$ cat src/rtl/reb_pkg.sv
package reb_pkg;
    typedef enum logic [1:0] {
        TX_IDLE = 2'd0,
        TX_HDR  = 2'd1,
        TX_DATA = 2'd2,
        TX_JAM  = 2'd3
    } tx_state_e;

    typedef enum logic [1:0] {
        RX_IDLE = 2'd0,
        RX_HUNT = 2'd1,
        RX_DATA = 2'd2,
        RX_DONE = 2'd3
    } rx_state_e;
endpackage

$ cat src/rtl/reb_rx_capture.sv
module reb_rx_capture
    import reb_pkg::*;
(
    input  logic clk,
    input  logic rst_n,
    input  logic rx_clk_en,
    input  logic rx_en,
    input  logic rx_data,
    input  logic frame_start,
    input  logic flush,
    output logic wr_en,
    output logic wr_data,
    output logic rx_done
);
    typedef struct packed {
        rx_state_e state;
        logic      prev_one;
        logic      en_seen;
    } rx_regs_t;

    rx_regs_t s_d, s_q;
    logic     bit_ok;
    logic     en_fall;

    assign bit_ok  = rx_clk_en && rx_en;
    assign en_fall = s_q.en_seen && !rx_en;

    always_comb begin
        s_d         = s_q;
        s_d.en_seen = rx_en;
        wr_en       = 1'b0;
        if (flush) begin
            s_d.state    = RX_IDLE;
            s_d.prev_one = 1'b0;
        end else begin
            unique case (s_q.state)
                RX_IDLE: begin
                    if (frame_start) begin
                        s_d.state    = RX_HUNT;
                        s_d.prev_one = 1'b0;
                    end
                end
                RX_HUNT: begin
                    if (en_fall) begin
                        s_d.state = RX_DONE;
                    end else if (bit_ok) begin
                        if (s_q.prev_one && rx_data) s_d.state = RX_DATA;
                        s_d.prev_one = rx_data;
                    end
                end
                RX_DATA: begin
                    if (en_fall) s_d.state = RX_DONE;
                    else if (bit_ok) wr_en = 1'b1;
                end
                default: ;
            endcase
        end
    end

    always_ff @(posedge clk or negedge rst_n) begin
        if (!rst_n) begin
            s_q <= '{state: RX_IDLE, prev_one: 1'b0, en_seen: 1'b0};
        end else begin
            s_q <= s_d;
        end
    end

    assign wr_data = rx_data;
    assign rx_done = (s_q.state == RX_DONE);

    rx_state_e st_q;
    logic      prev_q;
    assign st_q   = s_q.state;
    assign prev_q = s_q.prev_one;

    // the data phase opens only on a second consecutive counted one
    assert_sfd_gate_R3: assert property (@(posedge clk) disable iff (!rst_n)
        (st_q == RX_DATA && $past(st_q) == RX_HUNT)
        |-> ($past(rx_data) && $past(prev_q) && $past(rx_clk_en) && $past(rx_en)));
endmodule

$ cat src/rtl/reb_bit_fifo.sv
module reb_bit_fifo #(
    parameter int DEPTH = 32
) (
    input  logic clk,
    input  logic rst_n,
    input  logic flush,
    input  logic wr_en,
    input  logic wr_data,
    input  logic rd_en,
    output logic rd_data,
    output logic empty,
    output logic ovf_err
);
    localparam int AW = (DEPTH > 1) ? $clog2(DEPTH) : 1;
    localparam int CW = $clog2(DEPTH + 1);
    localparam logic [CW-1:0] FULL_C = CW'(DEPTH);
    localparam logic [AW-1:0] LAST_C = AW'(DEPTH - 1);

    typedef struct packed {
        logic [DEPTH-1:0] mem;
        logic [AW-1:0]    wr_ptr;
        logic [AW-1:0]    rd_ptr;
        logic [CW-1:0]    count;
        logic             ovf;
    } fifo_regs_t;

    fifo_regs_t s_d, s_q;
    logic       wr_ok;
    logic       rd_ok;

    assign wr_ok = wr_en && (s_q.count != FULL_C);
    assign rd_ok = rd_en && (s_q.count != '0);

    always_comb begin
        s_d     = s_q;
        s_d.ovf = 1'b0;
        if (flush) begin
            s_d.wr_ptr = '0;
            s_d.rd_ptr = '0;
            s_d.count  = '0;
        end else begin
            s_d.ovf = wr_en && !wr_ok;
            if (wr_ok) begin
                s_d.mem[s_q.wr_ptr] = wr_data;
                s_d.wr_ptr = (s_q.wr_ptr == LAST_C) ? '0 : s_q.wr_ptr + 1'b1;
            end
            if (rd_ok) begin
                s_d.rd_ptr = (s_q.rd_ptr == LAST_C) ? '0 : s_q.rd_ptr + 1'b1;
            end
            s_d.count = s_q.count + CW'(wr_ok) - CW'(rd_ok);
        end
    end

    always_ff @(posedge clk or negedge rst_n) begin
        if (!rst_n) begin
            s_q <= '0;
        end else begin
            s_q <= s_d;
        end
    end

    assign rd_data = s_q.mem[s_q.rd_ptr];
    assign empty   = (s_q.count == '0);
    assign ovf_err = s_q.ovf;

    logic [CW-1:0] count_q;
    assign count_q = s_q.count;

    // occupancy never passes the capacity
    assert_count_bound_R5: assert property (@(posedge clk) disable iff (!rst_n)
        count_q <= FULL_C);
    // an overflow pulse follows only a full store
    assert_no_overflow_R5: assert property (@(posedge clk) disable iff (!rst_n)
        ovf_err |-> ($past(count_q) == FULL_C && $past(wr_en)));
    // a flush leaves the store empty
    assert_flush_empties_R7: assert property (@(posedge clk) disable iff (!rst_n)
        flush |=> (count_q == '0));
endmodule

$ cat src/rtl/reb_tx_seq.sv
module reb_tx_seq
    import reb_pkg::*;
#(
    parameter int PRE_BITS = 56,
    parameter int JAM_MIN  = 96
) (
    input  logic clk,
    input  logic rst_n,
    input  logic tick,
    input  logic start,
    input  logic jam_req,
    input  logic empty,
    input  logic rd_data,
    input  logic rx_done,
    output logic rd_en,
    output logic flush,
    output logic frame_start,
    output logic tx_data,
    output logic tx_valid,
    output logic unf_err
);
    localparam int HDR_LEN = PRE_BITS + 8;
    localparam int CNT_MAX = (HDR_LEN > JAM_MIN) ? HDR_LEN : JAM_MIN;
    localparam int CW      = $clog2(CNT_MAX + 1);
    localparam logic [CW-1:0] HDR_LAST = CW'(HDR_LEN - 1);
    localparam logic [CW-1:0] SFD_TAIL = CW'(HDR_LEN - 2);
    localparam logic [CW-1:0] JAM_DONE = CW'(JAM_MIN);

    typedef struct packed {
        tx_state_e     state;
        logic [CW-1:0] cnt;
        logic          phase;
        logic          data;
        logic          valid;
        logic          unf;
    } tx_regs_t;

    tx_regs_t s_d, s_q;
    logic     hdr_bit;

    assign hdr_bit     = (s_q.cnt >= SFD_TAIL) ? 1'b1 : ~s_q.cnt[0];
    assign frame_start = start && !jam_req && (s_q.state == TX_IDLE);

    always_comb begin
        s_d     = s_q;
        s_d.unf = 1'b0;
        rd_en   = 1'b0;
        flush   = 1'b0;
        if (jam_req && s_q.state != TX_JAM) begin
            s_d.state = TX_JAM;
            s_d.cnt   = '0;
            s_d.phase = 1'b1;
            flush     = 1'b1;
        end else begin
            unique case (s_q.state)
                TX_IDLE: begin
                    if (frame_start) begin
                        s_d.state = TX_HDR;
                        s_d.cnt   = '0;
                    end
                end
                TX_HDR: begin
                    if (tick) begin
                        s_d.valid = 1'b1;
                        s_d.data  = hdr_bit;
                        if (s_q.cnt == HDR_LAST) begin
                            s_d.state = TX_DATA;
                            s_d.cnt   = '0;
                        end else begin
                            s_d.cnt = s_q.cnt + 1'b1;
                        end
                    end
                end
                TX_DATA: begin
                    if (tick) begin
                        if (!empty) begin
                            rd_en     = 1'b1;
                            s_d.data  = rd_data;
                            s_d.valid = 1'b1;
                        end else if (rx_done) begin
                            s_d.state = TX_IDLE;
                            s_d.data  = 1'b0;
                            s_d.valid = 1'b0;
                            flush     = 1'b1;
                        end else begin
                            s_d.unf   = 1'b1;
                            s_d.data  = 1'b0;
                            s_d.valid = 1'b1;
                        end
                    end
                end
                TX_JAM: begin
                    if (tick) begin
                        if (s_q.cnt == JAM_DONE && !jam_req) begin
                            s_d.state = TX_IDLE;
                            s_d.data  = 1'b0;
                            s_d.valid = 1'b0;
                        end else begin
                            s_d.data  = s_q.phase;
                            s_d.phase = ~s_q.phase;
                            s_d.valid = 1'b1;
                            if (s_q.cnt != JAM_DONE) s_d.cnt = s_q.cnt + 1'b1;
                        end
                    end
                end
                default: ;
            endcase
        end
    end

    always_ff @(posedge clk or negedge rst_n) begin
        if (!rst_n) begin
            s_q <= '{state: TX_IDLE, cnt: '0, phase: 1'b0, data: 1'b0,
                     valid: 1'b0, unf: 1'b0};
        end else begin
            s_q <= s_d;
        end
    end

    assign tx_data  = s_q.data;
    assign tx_valid = s_q.valid;
    assign unf_err  = s_q.unf;

    tx_state_e     st_q;
    logic [CW-1:0] cnt_q;
    assign st_q  = s_q.state;
    assign cnt_q = s_q.cnt;

    // the data phase is entered only after the last header bit
    assert_hdr_complete_R4: assert property (@(posedge clk) disable iff (!rst_n)
        (st_q == TX_DATA && $past(st_q) == TX_HDR) |-> ($past(cnt_q) == HDR_LAST));
    // jam continues until the minimum count is reached
    assert_jam_min_R8: assert property (@(posedge clk) disable iff (!rst_n)
        (st_q == TX_JAM && cnt_q < JAM_DONE) |=> (st_q == TX_JAM));
    // an underflow pulse comes only from the data phase
    assert_unf_in_data_R6: assert property (@(posedge clk) disable iff (!rst_n)
        unf_err |-> ($past(st_q) == TX_DATA && $past(empty)));
    // an invalid output carries a zero bit
    assert_quiet_idle_R7: assert property (@(posedge clk) disable iff (!rst_n)
        !tx_valid |-> !tx_data);
endmodule

$ cat src/rtl/rep_elastic_buf.sv
module rep_elastic_buf #(
    parameter int DEPTH    = 32,
    parameter int PRE_BITS = 56,
    parameter int JAM_MIN  = 96
) (
    input  logic clk,
    input  logic rst_n,
    input  logic rx_clk_en,
    input  logic rx_en,
    input  logic rx_data,
    input  logic start,
    input  logic jam_req,
    input  logic tx_clk_en,
    output logic tx_data,
    output logic tx_valid,
    output logic ovf_err,
    output logic unf_err
);
    logic wr_en;
    logic wr_data;
    logic rd_en;
    logic rd_data;
    logic empty;
    logic flush;
    logic frame_start;
    logic rx_done;

    reb_rx_capture u_rx (
        .clk         (clk),
        .rst_n       (rst_n),
        .rx_clk_en   (rx_clk_en),
        .rx_en       (rx_en),
        .rx_data     (rx_data),
        .frame_start (frame_start),
        .flush       (flush),
        .wr_en       (wr_en),
        .wr_data     (wr_data),
        .rx_done     (rx_done)
    );

    reb_bit_fifo #(.DEPTH(DEPTH)) u_fifo (
        .clk     (clk),
        .rst_n   (rst_n),
        .flush   (flush),
        .wr_en   (wr_en),
        .wr_data (wr_data),
        .rd_en   (rd_en),
        .rd_data (rd_data),
        .empty   (empty),
        .ovf_err (ovf_err)
    );

    reb_tx_seq #(.PRE_BITS(PRE_BITS), .JAM_MIN(JAM_MIN)) u_tx (
        .clk         (clk),
        .rst_n       (rst_n),
        .tick        (tx_clk_en),
        .start       (start),
        .jam_req     (jam_req),
        .empty       (empty),
        .rd_data     (rd_data),
        .rx_done     (rx_done),
        .rd_en       (rd_en),
        .flush       (flush),
        .frame_start (frame_start),
        .tx_data     (tx_data),
        .tx_valid    (tx_valid),
        .unf_err     (unf_err)
    );
endmodule

$ cat config.mk
export PLATFORM = sky130hd
export DESIGN_NAME = rep_elastic_buf
export DESIGN_NICKNAME = d
export VERILOG_FILES = /design/src/rtl/reb_pkg.sv /design/src/rtl/reb_rx_capture.sv /design/src/rtl/reb_bit_fifo.sv /design/src/rtl/reb_tx_seq.sv /design/src/rtl/rep_elastic_buf.sv
export SDC_FILE = /design/constraint.sdc
export NUM_CORES = 1
export LEC_CHECK = 0
export ABC_AREA = 1
export ABC_CLOCK_PERIOD_IN_PS = 3000
export BUFFER_PORTS_ARGS = -buffer_cell sky130_fd_sc_hd__clkbuf_2
export CAP_MARGIN = 10
export CORE_MARGIN = 5
export CORE_UTILIZATION = 40
export CTS_CLUSTER_SIZE = 20
export DETAILED_ROUTE_END_ITERATION = 10
export GPL_TIMING_DRIVEN = 0
export PLACE_DENSITY = 0.61
export SLEW_MARGIN = 30
export SYNTH_ARGS = -nofsm -noshare
export SYNTH_HDL_FRONTEND = slang
export SYNTH_SLANG_ARGS = --single-unit
$ cat constraint.sdc
create_clock -name clk -period 3 [get_ports clk]
set_input_delay 0.45 -clock clk [delete_from_list [all_inputs] [get_ports clk]]
set_output_delay 0.45 -clock clk [all_outputs]
set_load 0.01 [all_outputs]
==> impl_metrics.csv, run 1 <==
group,metric,value,unit
logic_synthesis,synth_area,0.00390,mm^2
detailed_routing,first_iter_violations,207,
global_routing,grt_first_pass_wirelength,16200,um
clocking,clkLatencyLatePin,0.35,ns
setup_path,worstPathArrival,3.03,ns
layout,nets,576,
detailed_routing,wirelength,9280,um
placed_design,placement.io_buffers,11,
detailed_routing,drc,0,
layout,syn_to_final_growth,13.2,%
logic_synthesis,synth_area_leaders,"dfrtp_1 (42%), nand2_1 (13%), ha_1 (7.4%)",
sta,final-setup-viol-count,0,
layout,final_util,45.8,%
sta,slew_headroom,60.6,%
die,io_pins,12,
global_routing,grt_overflow,0,
sta,period_needed,2.80,ns
logic_synthesis,avgSynthCellArea,7.56,um^2
die,die_x,109,um
clocking,clk_path_buf_depth,2,
flow_run,drv_cap,0,
die,core-area,0.00964,mm^2
setup_path,critPathLaunchType,"flop",
clocking,cts_tree,"done",
logic_synthesis,synth_common_cells,"nand2_1 (135), dfrtp_1 (66), inv_1 (56)",
detailed_routing,viasPerCell,5.02,
logic_synthesis,yosys_warnings,0,
detailed_routing,antenna_left,0,
logic_synthesis,ys_types,35,
clocking,h-tree-depth,3,
power,power,3.15,mW
die,die_y,109,um
clocking,ctsRootBufferMaster,"clkbuf_8",
sta,clock_skew,0.0170,ns
logic_synthesis,synth-seq-cells,66,
placed_design,hpwl,6730,um
sta,worst_slack,0.196,ns
detailed_routing,firstDrtPassIters,4,
clocking,path_clk_slew,0.08,ns
power,irDropWorstVdd,0.000440,V
global_routing,grt_usage,17.2,%
global_routing,grt_max_degree,41,
status,status,"complete, no violations",
layout,antenna_cells,0,
setup_path,required,3.22,ns
logic_synthesis,synthArstFlopShare,100,%
detailed_routing,avgRoutedWirePerCell,13.6,um
sta,post-route-period-util,93.5,%
layout,multi_input_area,0.00195,mm^2
detailed_routing,vias,3423,
power,power_density,713,mW/mm^2
power,p_leak,2.00,nW
layout,layout-drive-gt1-share,10.6,%
worst_hold_path,hp-class,"in2async",
logic_synthesis,yosysTopAreaCell,"dfrtp_1",
clocking,clkSinkCount,66,
logic_synthesis,postSynthCellCount,516,
logic_synthesis,synth_nets,548,
clocking,ctsHoldBuffers,0,
logic_synthesis,synth_most_common_cell,"nand2_1",
sta,hold_viol,0,
global_routing,antenna_found_initial,0,
sta,max_freq,357,MHz
setup_path,crit_path_end_kind,"flop",
setup_path,cp_max_fo,10,
layout,n_fill_cell,994,
global_routing,grt_pass1_vias,3343,
placed_design,dpl_cell_area,0.00414,mm^2
layout,final_area,0.00441,mm^2
logic_synthesis,synth-edff-count,0,
placed_design,pre_cts_ws,-0.0585,ns
logic_synthesis,synth_top_area_share,42.4,%
logic_synthesis,synth_top_flop_cell,"dfrtp_1",
placed_design,place_congestion,0.866,
die,die-area,0.0118,mm^2
layout,seq_area,0.00165,mm^2
die,fp-row-count,36,
setup_path,critPathKind,"reg2reg",
sta,tightest_slew,0.586,ns
die,initial_core_util,40.4,%
sta,slew_violations,0,
clocking,cts_buffers,9,
logic_synthesis,yosysSeqAreaShare,42.4,%
## power breakdown
part	internal, mW	switching (mW)
combinational	0.438	0.764
sequential	1.01	0.0967
clock	0.488	0.346
total	1.94	1.21
## state kept, by name, summed over array words and instances (netlist names)
signal / flops
u_fifo.count_q: 6
u_fifo.ovf_err: 1
u_fifo.s_q: 42
u_rx.prev_q: 1
u_rx.s_q: 1
u_rx.st_q: 2
u_tx.cnt_q: 7
u_tx.s_q: 1
u_tx.st_q: 2
u_tx.tx_data: 1
u_tx.tx_valid: 1
u_tx.unf_err: 1
## path summary, 6_finish.rpt
path / from / endpoint / slack [ns] / cells past startpoint
min in group clk: rx_en / u_rx.s_q[0] / 0.24 / 1
worst min register to register: u_tx.tx_data / u_tx.tx_data / 0.49 / 2
worst max-delay path: u_fifo.count_q[2] / u_fifo.count_q[4] / 0.20 / 17
worst min-delay path: rst_n / u_tx.cnt_q[3] / 0.06 / 1
worst max register to register: u_fifo.count_q[2] / u_fifo.count_q[4] / 0.20 / 17
max in group asynchronous: rst_n / u_fifo.s_q[13] / 2.38 / 2
## through the flow
| stage | std cells | hold slack, ns | TNS (ns) |
|---|---|---|---|
| 2_1_floorplan | 516 | 0.154 | 0 |
| 3_3_place_gp | 660 | 0.471 | -0.0565 |
| 3_5_place_dp | 661 | 0.434 | -0.0585 |
| 4_1_cts | 679 | 0.0471 | 0 |
| 5_1_grt | 682 | 0.0732 | -0.0237 |
| 6_report | 682 | 0.0554 | 0 |
## logic make-up (layout without fill, tap and decap cells)
logic type	count (synthesis)	in the layout	share of synthesized area, %
simple gates	259	259	28.9
compound gates	88	88	11.9
buf+inv	75	108	7.99
flops	66	66	42.4
fa+ha+maj	24	24	7.89
xor+xnor	4	4	0.899
## critical path, cell delays in order, from the launching register on
cell	delay, ns
dfrtp_1	0.36
inv_1	0.07
ha_2	0.19
nand4_1	0.14
nor2_2	0.07
a21oi_2	0.20
nand3_2	0.13
buf_8	0.16
ha_1	0.29
inv_1	0.05
ha_1	0.16
inv_1	0.06
fa_2	0.35
nor2_2	0.11
o21ai_0	0.08
nand2_1	0.08
xnor2_1	0.11
nor2_1	0.06
## area by class of cell
class / count / share of cell area, %
Multi-Input combinational cell: 375 / 44.1
Buffer: 15 / 2.04
Tap cell: 133 / 3.77
Clock inverter: 5 / 1.76
Timing Repair Buffer: 17 / 2.61
Sequential cell: 66 / 37.4
Inverter: 60 / 5.10
Clock buffer: 11 / 3.20
## layout by cell type, fill, tap and decap left out, types with 14 or more instances in the layout
cell | netlist | routed
nor3_1 | 14 | 14
ha_1 | 23 | 22
nor2_1 | 40 | 38
a21oi_1 | 22 | 22
o21ai_1 | 22 | 22
nand2_1 | 135 | 135
o21ai_0 | 33 | 33
nand3_1 | 51 | 51
dfrtp_1 | 66 | 66
inv_1 | 56 | 55
## per-layer routing
metal	vias up	part of all wire, %	global-route usage, %
met5	-	0	0
met4	0	1.3	4.87
met3	12	3.2	3.49
met2	48	46	26.8
met1	1609	49	24.3
li1	1754	-	-
## repair_timing
action / CTS / global route
buffers inserted: 2 / 3
resized for setup: 0 / 6
setup endpoints to repair: 1 / 2
pin swaps: 2 / 5
Note: power is estimated with default switching activity, not from simulation.
==> inputs of run 2 (changes only) <==
ABC_CLOCK_PERIOD_IN_PS = 2890   (was 3000)
clock period = 2.89 ns   (was 3 ns; I/O delays follow)
==> impl_metrics.csv, run 2 (synthesis results as in run 1) <==
group,metric,value,unit
clocking,cts_buffers,9,
global_routing,grt_pass1_vias,3347,
global_routing,grt_overflow,0,
sta,clock_skew,0.0162,ns
setup_path,required,3.12,ns
sta,max_freq,368,MHz
setup_path,worstPathArrival,2.95,ns
placed_design,dpl_cell_area,0.00414,mm^2
placed_design,place_congestion,0.866,
die,die-area,0.0118,mm^2
sta,slew_violations,0,
clocking,clkLatencyLatePin,0.35,ns
power,power_density,745,mW/mm^2
sta,slew_headroom,61.7,%
sta,final-setup-viol-count,0,
die,fp-row-count,36,
die,io_pins,12,
layout,layout-drive-gt1-share,12.7,%
sta,grt_setup_unrepaired,"no",
clocking,h-tree-depth,3,
clocking,clkSinkCount,66,
layout,n_fill_cell,980,
detailed_routing,viasPerCell,5.02,
detailed_routing,avgRoutedWirePerCell,13.6,um
detailed_routing,antenna_left,0,
setup_path,cp_max_fo,3,
detailed_routing,drc,0,
flow_run,drv_cap,0,
layout,mostFrequentLayoutCells,"nand2_1 (134), dfrtp_1 (66), inv_1 (51), nand3_1 (51), nor2_1 (38)",
clocking,ctsRootBufferMaster,"clkbuf_8",
sta,period_needed,2.72,ns
die,die_y,109,um
sta,tns,0,ns
sta,tightest_slew,0.570,ns
layout,layout_commonest_cell,"nand2_1",
setup_path,critPathLaunchType,"flop",
sta,hold_viol,0,
sta,post-route-period-util,94.0,%
detailed_routing,firstDrtPassIters,4,
layout,syn_to_final_growth,14.9,%
detailed_routing,wirelength,9300,um
global_routing,grt_usage,17.2,%
layout,top_register,"u_fifo.s_q",
power,p_leak,2.02,nW
layout,antenna_cells,0,
clocking,clk_path_buf_depth,2,
placed_design,hpwl,6730,um
layout,largest_reg_flops,42,
clocking,cts_tree,"done",
power,irDropWorstVdd,0.000501,V
die,core-area,0.00964,mm^2
detailed_routing,first_iter_violations,203,
layout,nets,580,
placed_design,placement.io_buffers,11,
status,status,"complete, no violations",
global_routing,antenna_found_initial,0,
setup_path,crit_path_end_kind,"flop",
clocking,path_clk_slew,0.09,ns
detailed_routing,vias,3443,
die,die_x,109,um
setup_path,critPathKind,"reg2reg",
die,initial_core_util,40.4,%
global_routing,grt_first_pass_wirelength,16200,um
layout,final_area,0.00448,mm^2
worst_hold_path,hp-class,"in2async",
global_routing,grt_max_degree,41,
-- run 2: changes by cell type in the layout (fill, tap and decap cells not counted), moves of 2 or more --
cell,change
buf_4,+4
inv_1,-4
inv_2,+4
ha_1,-2
ha_4,+2
-- run 2: per-stage QoR --
stage	util [%]	setup slack [ns]	power (mW)	hold WS, ns	cells
4_1_cts	45.5	0.00344	3.25	0.0306	680
3_3_place_gp	42.7	-0.167	2.32	0.471	660
2_1_floorplan	-	0.229	2.05	0.138	516
3_5_place_dp	43.0	-0.168	2.35	0.418	661
6_report	46.5	0.174	3.34	0.0339	686
5_1_grt	46.5	0.00778	3.62	0.0567	686
-- run 2: area by class of cell --
cell class / instances / area [um^2] / share of cell area (%)
Timing Repair Buffer: 21 / 145 / 3.24
Clock buffer: 11 / 141 / 3.16
Inverter: 60 / 225 / 5.03
Tap cell: 133 / 166 / 3.72
Sequential cell: 66 / 1650 / 36.9
Buffer: 15 / 90.1 / 2.01
Multi-Input combinational cell: 375 / 1980 / 44.2
Clock inverter: 5 / 77.6 / 1.73
-- run 2: worst max-delay path, stage by stage, from the launching register on --
cell and delay, ns:
dfrtp_1 0.35, inv_2 0.05, ha_1 0.18, nand4_1 0.15, nor2_2 0.07, a21oi_2 0.20, nand3_2 0.12, buf_8 0.15
ha_4 0.22, inv_1 0.05, ha_2 0.18, inv_2 0.04, fa_2 0.38, nor2_4 0.13, o21ai_2 0.06, nand2_1 0.08
xnor2_1 0.11, nor2_1 0.06
-- run 2: what timing repair did --
item / 4_1_cts / 5_1_grt
setup endpoints to repair: 1 / 2
hold buffers: 0 / 0
setup buffers: 3 / 6
gates resized for setup: 0 / 17
pin swaps: 4 / 8
-- run 2: power by group --
| group | internal (mW) | switching, mW | total (mW) |
|---|---|---|---|
| clock network | 0.507 | 0.364 | 0.871 |
| registers | 1.05 | 0.103 | 1.16 |
| logic | 0.495 | 0.817 | 1.31 |
| total | 2.05 | 1.28 | 3.34 |
-- run 2: worst paths after layout --
| kind | depth (start not counted) | start | slack [ns] | end |
|---|---|---|---|---|
| max | 17 | u_fifo.count_q[4] | 0.17 | u_fifo.count_q[4] |
| min | 1 | rst_n | 0.03 | u_tx.cnt_q[3] |
| max reg2reg | 17 | u_fifo.count_q[4] | 0.17 | u_fifo.count_q[4] |
| min reg2reg | 2 | u_tx.tx_data | 0.49 | u_tx.tx_data |
| max in group asynchronous | 2 | rst_n | 2.30 | u_fifo.s_q[13] |
| min in group clk | 1 | rx_en | 0.22 | u_rx.s_q[0] |
-- run 2: metal layers --
layer	wire [um]	share of wire, %	up-vias	GRT usage (%)
li1	-	-	1757	-
met1	4500	48	1623	24.3
met2	4410	47	51	26.8
met4	121	1.3	0	4.87
met3	265	2.8	12	3.49
met5	0	0	-	0
==> inputs of run 3 (changes only) <==
ABC_CLOCK_PERIOD_IN_PS = 2800   (was 2890)
clock period = 2.8 ns   (was 2.89 ns; I/O delays follow)
==> impl_metrics.csv, run 3 (synthesis results as in run 1) <==
group,metric,value,unit
detailed_routing,vias,3442,
detailed_routing,avgRoutedWirePerCell,13.6,um
die,fp-row-count,36,
placed_design,place_inst,661,
placed_design,hpwl,6730,um
sta,hold_slack,0.0206,ns
die,die_y,109,um
clocking,clkLatencyLatePin,0.35,ns
layout,final_cells,687,
power,irDropWorstVdd,0.000481,V
power,power,3.46,mW
global_routing,grt_max_degree,41,
global_routing,grt_pass1_vias,3367,
placed_design,place_congestion,0.866,
setup_path,cp_max_fo,4,
die,die-area,0.0118,mm^2
clocking,ctsRootBufferMaster,"clkbuf_8",
sta,tightest_slew,0.574,ns
sta,worst_slack,0.124,ns
layout,layout_commonest_cell,"nand2_1",
setup_path,r2r_slack,0.12,ns
die,io_pins,12,
detailed_routing,wirelength,9370,um
setup_path,critPathKind,"reg2reg",
setup_path,crit_path_end_kind,"flop",
power,pwr-share-seq,34.5,%
status,status,"complete, no violations",
global_routing,grt_overflow,0,
layout,layout-drive-gt1-share,13.0,%
layout,seq_area,0.00165,mm^2
global_routing,grt_usage,17.3,%
layout,n_fill_cell,983,
die,die_x,109,um
layout,final_util,46.5,%
power,power_frac_clock,25.8,%
placed_design,pre_cts_ws,-0.258,ns
clocking,h-tree-depth,3,
detailed_routing,drc,0,
setup_path,required,3.03,ns
layout,top_register,"u_fifo.s_q",
power,p_int,2.13,mW
sta,post-route-period-util,95.6,%
power,power_switching_share,38.3,%
detailed_routing,first_iter_violations,222,
detailed_routing,viasPerCell,5.01,
global_routing,antenna_found_initial,0,
die,core-area,0.00964,mm^2
power,combPwrFrac,39.7,%
setup_path,r2r_end,"u_fifo.count_q[4]",
sta,final-setup-viol-count,0,
power,power.switching,1.33,mW
sta,slew_violations,0,
placed_design,placement.io_buffers,11,
detailed_routing,firstDrtPassIters,5,
sta,clock_skew,0.0153,ns
layout,nets,581,
worst_hold_path,hp-class,"in2async",
setup_path,reg2regPathDepth,18,
setup_path,r2r_start,"u_fifo.count_q[3]",
layout,syn_to_final_growth,14.9,%
layout,antenna_cells,0,
detailed_routing,antenna_left,0,
die,initial_core_util,40.4,%
sta,slew_headroom,61.4,%
sta,hold_viol,0,
global_routing,grt_first_pass_wirelength,16300,um
layout,mostFrequentLayoutCells,"nand2_1 (134), dfrtp_1 (66), nand3_1 (51)",
setup_path,startpoint,"u_fifo.count_q[3]",
clocking,cts_tree,"done",
power,p_leak,2.02,nW
clocking,clkSinkCount,66,
clocking,clk_path_buf_depth,2,
sta,max_freq,374,MHz
layout,largest_reg_flops,42,
sta,period_needed,2.68,ns
clocking,cts_buffers,9,
layout,multi_input_area,0.00198,mm^2
setup_path,worstPathArrival,2.90,ns
flow_run,drv_cap,0,
setup_path,critPathLaunchType,"flop",
power,power_density,773,mW/mm^2
clocking,path_clk_slew,0.08,ns
==> run 3: cell types whose count changed in the layout (fill, tap and decap cells not counted), sizes merged <==
cell,change
buf,+1
==> run 3: worst max-delay path, stage by stage (launching register included) <==
cell and delay (ns):
dfrtp_1 0.41, inv_2 0.09, ha_4 0.13, nand4_1 0.18, buf_4 0.20, nand2_1 0.07, inv_2 0.04, nand2_2 0.08
inv_4 0.06, ha_4 0.21, inv_1 0.05, ha_2 0.18, inv_2 0.04, fa_2 0.38, nor2_4 0.13, o21ai_1 0.06
nand2_1 0.08, xnor2_1 0.11, nor2_1 0.06
==> run 3: layout make-up <==
class	instances	area share, %
Timing Repair Buffer	23	3.57
Multi-Input combinational cell	375	44.2
Tap cell	133	3.71
Inverter	60	5.08
Buffer	14	1.68
Sequential cell	66	36.9
Clock buffer	11	3.16
Clock inverter	5	1.73
==> run 3: timing repair <==
item | 4_1_cts | 5_1_grt
pin swaps | 4 | 7
gates resized for setup | 2 | 17
hold buffers | 0 | 0
buffers inserted | 7 | 4
endpoints found under the setup margin | 2 | 3
==> run 3: per-stage QoR <==
stage,area [um^2],setup TNS (ns)
floorplan,3900,0
global placement,4120,-0.257
detailed placement,4140,-0.258
CTS,4420,0
global route,4480,-0.0344
finish,4480,0
==> run 3: worst max path at each step <==
stage / end / slack (ns)
2_1_floorplan: u_fifo.count_q[4] / 0.14
3_3_place_gp: u_fifo.count_q[4] / -0.26
3_5_place_dp: u_fifo.count_q[4] / -0.26
4_1_cts: u_fifo.count_q[4] / 0.007
5_1_grt: u_fifo.count_q[4] / -0.03
6_report: u_fifo.count_q[4] / 0.12
==> run 3: power by group through the flow <==
stage	Sequential [mW]	Combinational, mW	Clock, mW
after CTS	1.19	1.29	0.918
after floorplan	1.19	0.930	0
after detailed placement	1.21	1.22	0
after global placement	1.20	1.20	0
after global routing	1.21	1.59	0.958
final	1.19	1.38	0.893
==> run 3: per-layer routing <==
metal	GRT usage, %	wire length [um]
met1	24.3	4510
met2	27.2	4410
met3	3.49	332
met4	4.87	117
met5	0	0
